## src/rtl/csb_pkg.sv

```systemverilog
package csb_pkg;
  localparam int CTRL_IDX  = 0;
  localparam int LOAD_BIT  = 0;
  localparam int ALDIS_BIT = 1;
endpackage

```

## src/rtl/csb_rst_sync.sv

```systemverilog
module csb_rst_sync (
  input  logic clk,
  input  logic rst_n,
  output logic rst_sync_n
);
  logic [1:0] sync_q;

  always_ff @(posedge clk or negedge rst_n) begin
    if (!rst_n) sync_q <= 2'b00;
    else        sync_q <= {sync_q[0], 1'b1};
  end

  assign rst_sync_n = sync_q[1];
endmodule

```

## src/rtl/csb_ctrl_reg.sv

```systemverilog
module csb_ctrl_reg
  import csb_pkg::*;
#(
  parameter int DATA_W = 32
) (
  input  logic              clk,
  input  logic              rst_n,
  input  logic              ctrl_wr,
  input  logic [DATA_W-1:0] wr_data,
  input  logic              vblank,
  output logic              load_q,
  output logic              aldis_q,
  output logic              xfer
);
  logic load_d, aldis_d, load_en, aldis_en;

  // transfer decision uses the state held before this edge
  assign xfer = vblank & (~aldis_q | load_q);

  always_comb begin
    aldis_en = ctrl_wr;
    aldis_d  = wr_data[ALDIS_BIT];
    load_en  = ctrl_wr | xfer;
    // a new request written in the transfer cycle survives the clear
    load_d   = (ctrl_wr & wr_data[LOAD_BIT]) | (load_q & ~xfer);
  end

  always_ff @(posedge clk or negedge rst_n) begin
    if (!rst_n) begin
      load_q  <= 1'b0;
      aldis_q <= 1'b0;
    end else begin
      if (load_en)  load_q  <= load_d;
      if (aldis_en) aldis_q <= aldis_d;
    end
  end
endmodule

```

## src/rtl/csb_reg_slot.sv

```systemverilog
module csb_reg_slot #(
  parameter int DATA_W = 32
) (
  input  logic              clk,
  input  logic              rst_n,
  input  logic              wr_sel,
  input  logic [DATA_W-1:0] wr_data,
  input  logic              xfer,
  output logic [DATA_W-1:0] shadow_q,
  output logic [DATA_W-1:0] active_q
);
  logic [DATA_W-1:0] shadow_d, active_d;
  logic              shadow_en, active_en;

  always_comb begin
    shadow_en = wr_sel;
    shadow_d  = wr_data;
    active_en = xfer;
    active_d  = shadow_q;
  end

  always_ff @(posedge clk or negedge rst_n) begin
    if (!rst_n) begin
      shadow_q <= '0;
      active_q <= '0;
    end else begin
      if (shadow_en) shadow_q <= shadow_d;
      if (active_en) active_q <= active_d;
    end
  end
endmodule

```

## src/rtl/cfg_shadow_bank.sv

```systemverilog
module cfg_shadow_bank
  import csb_pkg::*;
#(
  parameter int NUM_REGS = 8,
  parameter int DATA_W   = 32,
  parameter int ADDR_W   = $clog2(NUM_REGS)
) (
  input  logic                           clk,
  input  logic                           rst_n,
  input  logic                           bus_wr,
  input  logic [ADDR_W-1:0]              bus_addr,
  input  logic [DATA_W-1:0]              bus_wdata,
  output logic [DATA_W-1:0]              bus_rdata,
  input  logic                           vblank,
  output logic [(NUM_REGS-1)*DATA_W-1:0] active_cfg
);
  localparam int NSLOT = NUM_REGS - 1;

  logic                    rst_sync_n;
  logic                    load_q, aldis_q, xfer, ctrl_wr;
  logic [DATA_W-1:0]       shadow_arr [NUM_REGS];
  logic [NSLOT*DATA_W-1:0] shadow_flat;

  csb_rst_sync u_rst (
    .clk        (clk),
    .rst_n      (rst_n),
    .rst_sync_n (rst_sync_n)
  );

  assign ctrl_wr = bus_wr & (bus_addr == ADDR_W'(CTRL_IDX));

  csb_ctrl_reg #(.DATA_W(DATA_W)) u_ctrl (
    .clk     (clk),
    .rst_n   (rst_sync_n),
    .ctrl_wr (ctrl_wr),
    .wr_data (bus_wdata),
    .vblank  (vblank),
    .load_q  (load_q),
    .aldis_q (aldis_q),
    .xfer    (xfer)
  );

  assign shadow_arr[0] = '0;

  for (genvar k = 1; k < NUM_REGS; k++) begin : g_slot
    logic wr_sel;
    assign wr_sel = bus_wr & (bus_addr == ADDR_W'(k));
    csb_reg_slot #(.DATA_W(DATA_W)) u_slot (
      .clk      (clk),
      .rst_n    (rst_sync_n),
      .wr_sel   (wr_sel),
      .wr_data  (bus_wdata),
      .xfer     (xfer),
      .shadow_q (shadow_arr[k]),
      .active_q (active_cfg[(k-1)*DATA_W +: DATA_W])
    );
    assign shadow_flat[(k-1)*DATA_W +: DATA_W] = shadow_arr[k];
  end

  always_comb begin
    bus_rdata = '0;
    if (bus_addr == ADDR_W'(CTRL_IDX)) begin
      bus_rdata[LOAD_BIT]  = load_q;
      bus_rdata[ALDIS_BIT] = aldis_q;
    end else begin
      for (int k = 1; k < NUM_REGS; k++)
        if (bus_addr == ADDR_W'(k)) bus_rdata = shadow_arr[k];
    end
  end
endmodule

```

## config.mk

```make
export PLATFORM = sky130hd
export DESIGN_NAME = cfg_shadow_bank
export DESIGN_NICKNAME = d
export VERILOG_FILES = /design/src/rtl/csb_pkg.sv /design/src/rtl/csb_rst_sync.sv /design/src/rtl/csb_ctrl_reg.sv /design/src/rtl/csb_reg_slot.sv /design/src/rtl/cfg_shadow_bank.sv
export SDC_FILE = /design/constraint.sdc
export NUM_CORES = 1
export LEC_CHECK = 0
export ABC_AREA = 0
export BUFFER_PORTS_ARGS = -buffer_cell sky130_fd_sc_hd__buf_2
export CAP_MARGIN = 30
export CORE_UTILIZATION = 41
export DETAILED_ROUTE_END_ITERATION = 10
export GPL_ROUTABILITY_DRIVEN = 1
export PLACE_DENSITY = 0.68
export SKIP_LAST_GASP = 1
export SLEW_MARGIN = 20
export SYNTH_ARGS = -nofsm -noshare
export SYNTH_HDL_FRONTEND = slang
export SYNTH_SLANG_ARGS = --single-unit
```

## constraint.sdc

```tcl
create_clock -name clk -period 16.7 [get_ports clk]
set_clock_uncertainty 0.2 [all_clocks]
set_input_delay 0.835 -clock clk [delete_from_list [all_inputs] [get_ports clk]]
set_output_delay 0.835 -clock clk [all_outputs]
set_load 0.005 [all_outputs]
```

Word level (Yosys, flattened, before mapping)
Cells that the tools add are included.
{"block": "word_totals", "ff_bits": 452, "inputBits": 39, "output_inout_bits": 256}
{"block": "op_classes", "eq_ne": 7, "n_mux": 9, "n_bitwise": 16, "n_reduce_logical": 1}
{"op": "32-bit 2-to-1 mux", "n": 7}
{"op": "30-bit 2-to-1 mux", "n": 1}
{"op": "3-bit equality test (second input constant)", "n": 4}
{"op": "1-bit bitwise AND", "n": 11}
{"op": "3-bit by 2-bit equality test with 1-bit output (second input constant)", "n": 2}
{"op": "3-bit by 1-bit equality test with 1-bit output (second input constant)", "n": 1}
{"op": "3-bit logical NOT", "n": 1}
{"op": "1-bit bitwise OR", "n": 3}
{"op": "2-bit 2-to-1 mux", "n": 1}
{"op": "1-bit NOT", "n": 2}

Logic depth before layout (Yosys ltp)
Gate-level depths: netlist of the first run.
{"block": "depth", "ltp_word": 9, "ltp_mapped": 7, "mapped_depth_nobuf": 4}

Cells and area by module
Synthesis of the first run repeated with hierarchy kept, for this count alone.
{"block": "hier_totals", "cells_unflattened": 1212, "hier_area_um2": 21156.5}
{"mod": "csb_reg_slot", "instances": 7, "cells_per_inst": 136, "area_per_inst_um2": 2690.1, "seq_area_each_um2": 1601.5}
{"mod": "cfg_shadow_bank", "instances": 1, "cells_per_inst": 250, "area_per_inst_um2": 2187.1, "seq_area_each_um2": 0.0}
{"mod": "csb_ctrl_reg", "instances": 1, "cells_per_inst": 7, "area_per_inst_um2": 85.1, "seq_area_each_um2": 50.0}
{"mod": "csb_rst_sync", "instances": 1, "cells_per_inst": 3, "area_per_inst_um2": 53.8, "seq_area_each_um2": 50.0}

Least setup slack after synthesis of the first run
No wires, ideal clock.
{"block": "synth_timing", "path_type": "in2out", "start": "input bus_addr[2]", "end": "output bus_rdata[29]", "arrival_ns": 1.886, "t_required_ns": 15.665, "slack_ns": 13.779, "stages": 7, "n_path_buf": 3, "cell_sequence": "buf_2 buf_2 clkbuf_1 a21oi_1 a21oi_1 o22ai_1 a31oi_1"}
{"block": "synth_between", "elab_chain_cells": 9, "elab_cells_between_ends": 16, "cone_classes": "7 x eq/ne; 8 x mux; 1 x reduce/logical"}
{"element": "start: declaration", "line_no": "cfg_shadow_bank.sv:11", "rtl": "input logic [ADDR_W-1:0] bus_addr,"}
{"element": "3-bit by 1-bit equality test with 1-bit output", "line_no": "cfg_shadow_bank.sv:67", "rtl": "if (bus_addr == ADDR_W'(k)) bus_rdata = shadow_arr[k];"}
{"element": "32-bit 2-to-1 mux (7 in a row)", "line_no": "cfg_shadow_bank.sv:67"}
{"element": "30-bit 2-to-1 mux (*)", "line_no": "cfg_shadow_bank.sv:62", "rtl": "if (bus_addr == ADDR_W'(CTRL_IDX)) begin"}
{"element": "end: declaration", "line_no": "cfg_shadow_bank.sv:13", "rtl": "output logic [DATA_W-1:0] bus_rdata,"}
Every way passes the cells marked *; elsewhere a longest branch is shown, timed or not.

Worst setup path after layout of the first run
{"block": "layout_timing", "start": "input bus_addr[1]", "end": "output bus_rdata[12]"}
Same word-level chain as after synthesis.

==> impl_metrics.json, run 1 <==
{
  "grt_usage": 0.208,
  "seq_area_frac_synth": 0.600,
  "cts_resized": 0,
  "clock-root-buffer": "clkbuf_16",
  "hold_class": "reg -> async",
  "drive_gt1_frac": 0.495,
  "status": "finished, final reports clean",
  "viasPerCell": 5.33,
  "slew_violations": 0,
  "tightestPinTransition_ps": 940,
  "fin_tns_setup_ps": 0,
  "grt_max_degree": 158,
  "place_congestion": 0.800,
  "cts_tree": "built",
  "synth_cells": 1335,
  "antenna_found_initial": 3,
  "slowest_delay_ps": 740,
  "numCtsBuffers": 48,
  "max_cap_violations": 0,
  "setup_viol": 0,
  "postCtsSetupRepairBufs": 0,
  "relSlewSlack": 0.374,
  "rows": 78,
  "cts_buffer_depth": 3,
  "cp-endpoint": "bus_rdata[12]",
  "syn_area_sq_um": 18900,
  "rsz0062_at_grt": "false",
  "die_area_sq_um": 46900,
  "drt_wl_total_mm": 48.3,
  "cts_sinks": 452,
  "htreeDepth": 2,
  "ios": 295,
  "p_leak_nw": 10.5,
  "slowest_stage": "buf_4",
  "io_buffer_count": 294,
  "overflow": 0,
  "post_drt_wl_per_cell_um": 21.5,
  "endpoint_kind": "primary output",
  "die_x_um": 217,
  "r2r-start": "u_ctrl.load_q",
  "grt_pass1_wl_mm": 75.5,
  "period_minus_slack_ps": 4580,
  "synth_seq_cells": 452,
  "post-route-drc-count": 0,
  "via_count": 12000,
  "n_fill_cell": 4016,
  "fmax_mhz": 219,
  "mappedNetlistNets": 1374,
  "holdWs_ps": 115,
  "drt_pass1_iterations": 5,
  "dp_hpwl_mm": 29.9,
  "ir_drop_mv": 0.0839,
  "clk_latency_ps": 570,
  "area_delta_synth_final_pct": 19.6,
  "postRouteAntennaNets": 0,
  "reg2regPathDepth": 5,
  "min_period_over_period": 0.274,
  "timing.rr.end": "g_slot[5].u_slot.active_q[14]",
  "power.density_nw_per_um2": 158,
  "cp.arrival_ps": 3540,
  "total_power_w": 0.00357,
  "crit_fanout": 84,
  "path_class": "in -> out",
  "coreArea_sq_um": 45400,
  "required_ps": 15660,
  "clk_pin_slew_ps": 60,
  "ys_types": 35,
  "yosysWarnings": 0,
  "drtIter0Drc": 653,
  "rrSetupSlack_ps": 13430,
  "grt_pass1_vias": 12600,
  "crit_chain": "buf_6 -> buf_4 -> and2_2 -> buf_12 -> a21oi_1 -> o22ai_1 -> a31oi_1 -> buf_2",
  "start_kind": "input pin",
  "fp.dieH_um": 217,
  "initial_core_util": 0.416,
  "fin_nets": 1651,
  "hold_viol": 0,
  "crit_path_start": "bus_addr[1]",
  "syn_area_per_cell_sq_um": 14.1
}
[logic make-up after synthesis]
group	count (synthesis)	share of synthesized area
other	1	0.000199
DFF	452	0.600
AOI/OAI and AO/OA	220	0.0634
and+or+nand+nor	55	0.0147
buffers and inverters	124	0.0318
muxes	483	0.290
[stage by stage]
| step | util | cells | cell area (sq um) | setup slack, ps |
|---|---|---|---|---|
| finish | 0.497 | 2248 | 22600 | 12120 |
| floorplan | - | 1335 | 18900 | 2970 |
| CTS | 0.495 | 2242 | 22500 | 11740 |
| detailed placement | 0.460 | 2156 | 20900 | 11770 |
| global route | 0.497 | 2248 | 22600 | 11990 |
| global placement | 0.458 | 2152 | 20800 | 11810 |
[what timing repair did]
item | CTS | global route
setup endpoints to repair | 0 | 0
hold buffers | 1 | 0
hold endpoints to repair | 2 | 0
[area by class of cell]
type	count	area [sq um]	area share
flip-flops and latches	452	11300	0.501
multi-input cells	759	6980	0.309
repair buffers	320	1830	0.0813
clock buffers	69	1420	0.0630
well taps	600	751	0.0333
clock inverters	16	149	0.00660
inverters	31	116	0.00516
diodes	1	2.50	0.000111
[where the power goes]
| group | leakage, nW | switching, W | internal [W] |
|---|---|---|---|
| Sequential | 5.45 | 0.000221 | 0.00144 |
| Combinational | 4.33 | 0.000368 | 0.000479 |
| Clock | 0.760 | 0.000434 | 0.000621 |
| Total | 10.5 | 0.00102 | 0.00254 |
[flip-flops by register name, indices dropped and copies added (netlist names)]
name	flops
g_slot.u_slot.active_q	224
u_ctrl.load_q	1
u_rst.sync_q	2
u_ctrl.aldis_q	1
g_slot.u_slot.shadow_q	224
[worst min path at each step]
stage                               start                       endpoint  slack, ps  depth (start not counted)
after floorplan           u_rst.sync_q[0]                u_rst.sync_q[1]        130                          0
after global placement    u_rst.sync_q[0]                u_rst.sync_q[1]        140                          0
after detailed placement  u_rst.sync_q[1]  g_slot[3].u_slot.shadow_q[29]        130                          0
after CTS                 u_rst.sync_q[1]  g_slot[3].u_slot.active_q[29]        140                          0
after global routing      u_rst.sync_q[1]  g_slot[5].u_slot.active_q[27]        160                          0
final                     u_rst.sync_q[1]  g_slot[3].u_slot.shadow_q[30]        110                          0
[cell usage after synthesis]
master      n  area share
dfrtp_1   452        0.60
mux2_2    382        0.23
a21oi_1   122       0.032
mux2i_1    60       0.032
buf_2      51       0.014
nand2_1    34      0.0068
o21ai_0    34      0.0090
inv_1      31      0.0062
mux2_4     30       0.024
a31oi_1    29      0.0096
o22ai_1    28      0.0093
clkbuf_1   18      0.0036
buf_4      13      0.0052
mux2_1     11      0.0066
buf_1       8      0.0016
nor2_1      5     0.00099
buf_6       3      0.0018
nor3_1      3     0.00080
nand4b_1    2     0.00093
nor3b_2     2      0.0013
nor4b_1     2     0.00093
o41ai_1     2     0.00093
a211oi_1    1     0.00040
a21o_1      1     0.00040
a221oi_1    1     0.00046
a311oi_1    1     0.00046
and2_1      1     0.00033
and2b_1     1     0.00040
and3_1      1     0.00033
conb_1      1     0.00020
nand2b_4    1     0.00073
nand4_1     1     0.00033
nor4bb_1    1     0.00053
o21ai_2     1     0.00046
or2_1       1     0.00033
[worst max-delay path: cells and delay by family]
| family | cells | cell delay (ps) |
|---|---|---|
| AOI/OAI and AO/OA | 3 | 350 |
| and+or+nand+nor | 1 | 470 |
| buffers and inverters | 4 | 1830 |
[cells in the final DEF (no fill, tap or decap), types with 2 or more instances in the layout]
master and n:
buf_2 291, o41ai_1 2, dfrtp_1 451, a21oi_1 122, clkinvlp_4 6, o21ai_0 34
nor4b_1 2, nand2_1 34, clkbuf_8 12, buf_4 17, a31oi_1 29, nor2_1 5
mux2_2 382, clkbuf_16 49, o22ai_1 28, nor3_1 3, bufinv_16 2, mux2i_1 60
nor3b_4 2, clkbuf_1 8, buf_12 4, mux2_1 11, buf_16 5, clkinv_2 7
mux2_4 30, buf_6 2, inv_1 31, nand4b_1 2
[per-layer routing]
| metal | GRT usage | up-vias | part of all wire |
|---|---|---|---|
| li1 | - | 5354 | - |
| met1 | 0.275 | 6226 | 0.44 |
| met2 | 0.336 | 306 | 0.48 |
| met3 | 0.0501 | 83 | 0.056 |
| met4 | 0.0709 | 4 | 0.026 |
| met5 | 0 | - | 0.00058 |
Note: power is estimated with default switching activity, not from simulation.
==> run 2: changes to the inputs <==
--- a/config.mk
+++ b/config.mk
@@ -11,7 +11,7 @@
 export CORE_UTILIZATION = 41
 export DETAILED_ROUTE_END_ITERATION = 10
 export GPL_ROUTABILITY_DRIVEN = 1
-export PLACE_DENSITY = 0.68
+export PLACE_DENSITY = 0.7
 export SKIP_LAST_GASP = 1
 export SLEW_MARGIN = 20
 export SYNTH_ARGS = -nofsm -noshare
==> constraint.sdc (replaced) <==
create_clock -name clk -period 4.1 [get_ports clk]
set_clock_uncertainty 0.2 [all_clocks]
set_input_delay 0.205 -clock clk [delete_from_list [all_inputs] [get_ports clk]]
set_output_delay 0.205 -clock clk [all_outputs]
set_load 0.005 [all_outputs]
==> run 2 against run 1 <==
Against the previous run:
- core utilization rose by 1.1 points
- non-clock buffer count rose by 42
- sequential cell count did not move
- via count rose by 1.3%
- power rose to 4.2 times the previous value
- design area rose by 2.2%
- cell count rose by 2.0%
- hold slack got worse by 81 ps
- largest power group unchanged
- highest routed layer is now met4
==> impl_metrics.json, run 2 (synthesis results as in run 1) <==
{
  "drt_wl_total_mm": 48.4,
  "crit_fanout": 53,
  "timing.rr.end": "g_slot[2].u_slot.active_q[17]",
  "area_delta_synth_final_pct": 22.3,
  "tightestPinTransition_ps": 962,
  "holdWs_ps": 33.4,
  "slowest_delay_ps": 620,
  "postCtsSetupRepairBufs": 0,
  "viasPerCell": 5.29,
  "grt_max_degree": 111,
  "io_buffer_count": 294,
  "path_class": "in -> out",
  "relSlewSlack": 0.359,
  "placed_area_sq_um": 21000,
  "n_fill_cell": 3873,
  "rrSetupSlack_ps": 1760,
  "rows": 78,
  "layout_commonest_cell": "dfrtp_1",
  "slowest_stage": "buf_4",
  "drive_gt1_frac": 0.489,
  "fp.dieH_um": 217,
  "die_area_sq_um": 46900,
  "reg_top3": "g_slot.u_slot.active_q (224), g_slot.u_slot.shadow_q (224), u_rst.sync_q (2)",
  "p_leak_nw": 10.8,
  "post_drt_wl_per_cell_um": 21.1,
  "cp-endpoint": "bus_rdata[8]",
  "ir_drop_mv": 0.448,
  "regArea_sq_um": 11300,
  "drt_pass1_iterations": 5,
  "layout_common_cells": "451 x dfrtp_1, 382 x mux2_2, 291 x buf_2",
  "ios": 295,
  "max_cap_violations": 0,
  "path_common_cell": "buf_4",
  "endpoint_kind": "primary output",
  "hold_class": "in -> reg",
  "reg2regPathDepth": 3,
  "start_kind": "input pin",
  "fin_tns_setup_ps": 0,
  "initial_core_util": 0.416,
  "grt_usage": 0.208,
  "setup_viol": 0,
  "period_minus_slack_ps": 2680,
  "clk_pin_slew_ps": 60,
  "clock-root-buffer": "clkbuf_16",
  "total_power_w": 0.0149,
  "numCtsBuffers": 48,
  "die_x_um": 217,
  "cts_buffer_depth": 3,
  "cp.arrival_ps": 2280,
  "crit_chain": "buf_4 -> buf_4 -> nor4bb_1 -> a31oi_1 -> a211oi_1 -> buf_2",
  "coreArea_sq_um": 45400,
  "htreeDepth": 2,
  "crit_path_start": "bus_addr[0]",
  "postRouteAntennaNets": 0,
  "multiInputGateArea_sq_um": 6980,
  "drtIter0Drc": 683,
  "grt_pass1_wl_mm": 75.5,
  "slew_violations": 0,
  "required_ps": 3690,
  "design_area_sq_um": 23100,
  "grt_pass1_vias": 12600,
  "hold_viol": 0,
  "power.density_nw_per_um2": 644,
  "clk_latency_ps": 560,
  "post-route-drc-count": 0,
  "cts_sinks": 452,
  "min_period_over_period": 0.655,
  "fin_nets": 1693,
  "dp_hpwl_mm": 30.5,
  "fmax_mhz": 372,
  "via_count": 12100,
  "status": "finished, final reports clean",
  "place_congestion": 0.793,
  "r2r-start": "u_ctrl.load_q",
  "overflow": 0,
  "antenna_found_initial": 1,
  "cts_tree": "built",
  "rsz0062_at_grt": "false"
}
==> run 2: timing repair <==
| action | CTS | global route |
|---|---|---|
| hold buffers | 36 | 0 |
| setup endpoints to repair | 0 | 0 |
| endpoints found under the hold margin | 228 | 0 |
| resized for setup | 0 | 0 |
==> run 2: worst min path at each step <==
stage,slack (ps),cells after the start,startpoint,end
after floorplan,-290,0,rst_n,u_rst.sync_q[0]
after global placement,-210,1,rst_n,u_rst.sync_q[0]
after detailed placement,-210,1,rst_n,u_rst.sync_q[0]
after CTS,2,5,bus_wr,u_ctrl.aldis_q
after global routing,20,5,bus_wr,u_ctrl.aldis_q
final,30,5,bus_wr,u_ctrl.aldis_q
==> run 2: where the power goes <==
part | switching [W] | internal [W]
Sequential | 0.000904 | 0.00588
Clock | 0.00175 | 0.00285
Combinational | 0.00150 | 0.00197
==> run 2: per-stage QoR <==
stage | setup WS, ps | util | cells
floorplan | -521 | - | 1335
global placement | 1380 | 0.462 | 2166
detailed placement | 1370 | 0.462 | 2167
CTS | 1360 | 0.508 | 2290
global route | 1280 | 0.508 | 2292
finish | 1420 | 0.508 | 2292
==> run 2: layout make-up <==
cell class / instances / share of cell area
diodes: 1 / 0.000108
multi-input cells: 759 / 0.303
well taps: 600 / 0.0325
clock inverters: 16 / 0.0102
repair buffers: 362 / 0.0955
inverters: 31 / 0.00504
flip-flops and latches: 452 / 0.490
clock buffers: 71 / 0.0637
==> run 2: layer usage <==
| layer | vias up | share of wire | track usage |
|---|---|---|---|
| li1 | 5446 | - | - |
| met1 | 6291 | 0.43 | 0.271 |
| met2 | 312 | 0.49 | 0.339 |
| met3 | 80 | 0.060 | 0.0511 |
| met4 | 0 | 0.025 | 0.0707 |
| met5 | - | 0 | 0 |
==> run 2: worst max-delay path, delay by kind of cell <==
family                 cells  cell delay [ps]
buffers and inverters      3             1310
and+or+nand+nor            1              370
AOI/OAI and AO/OA          2              370
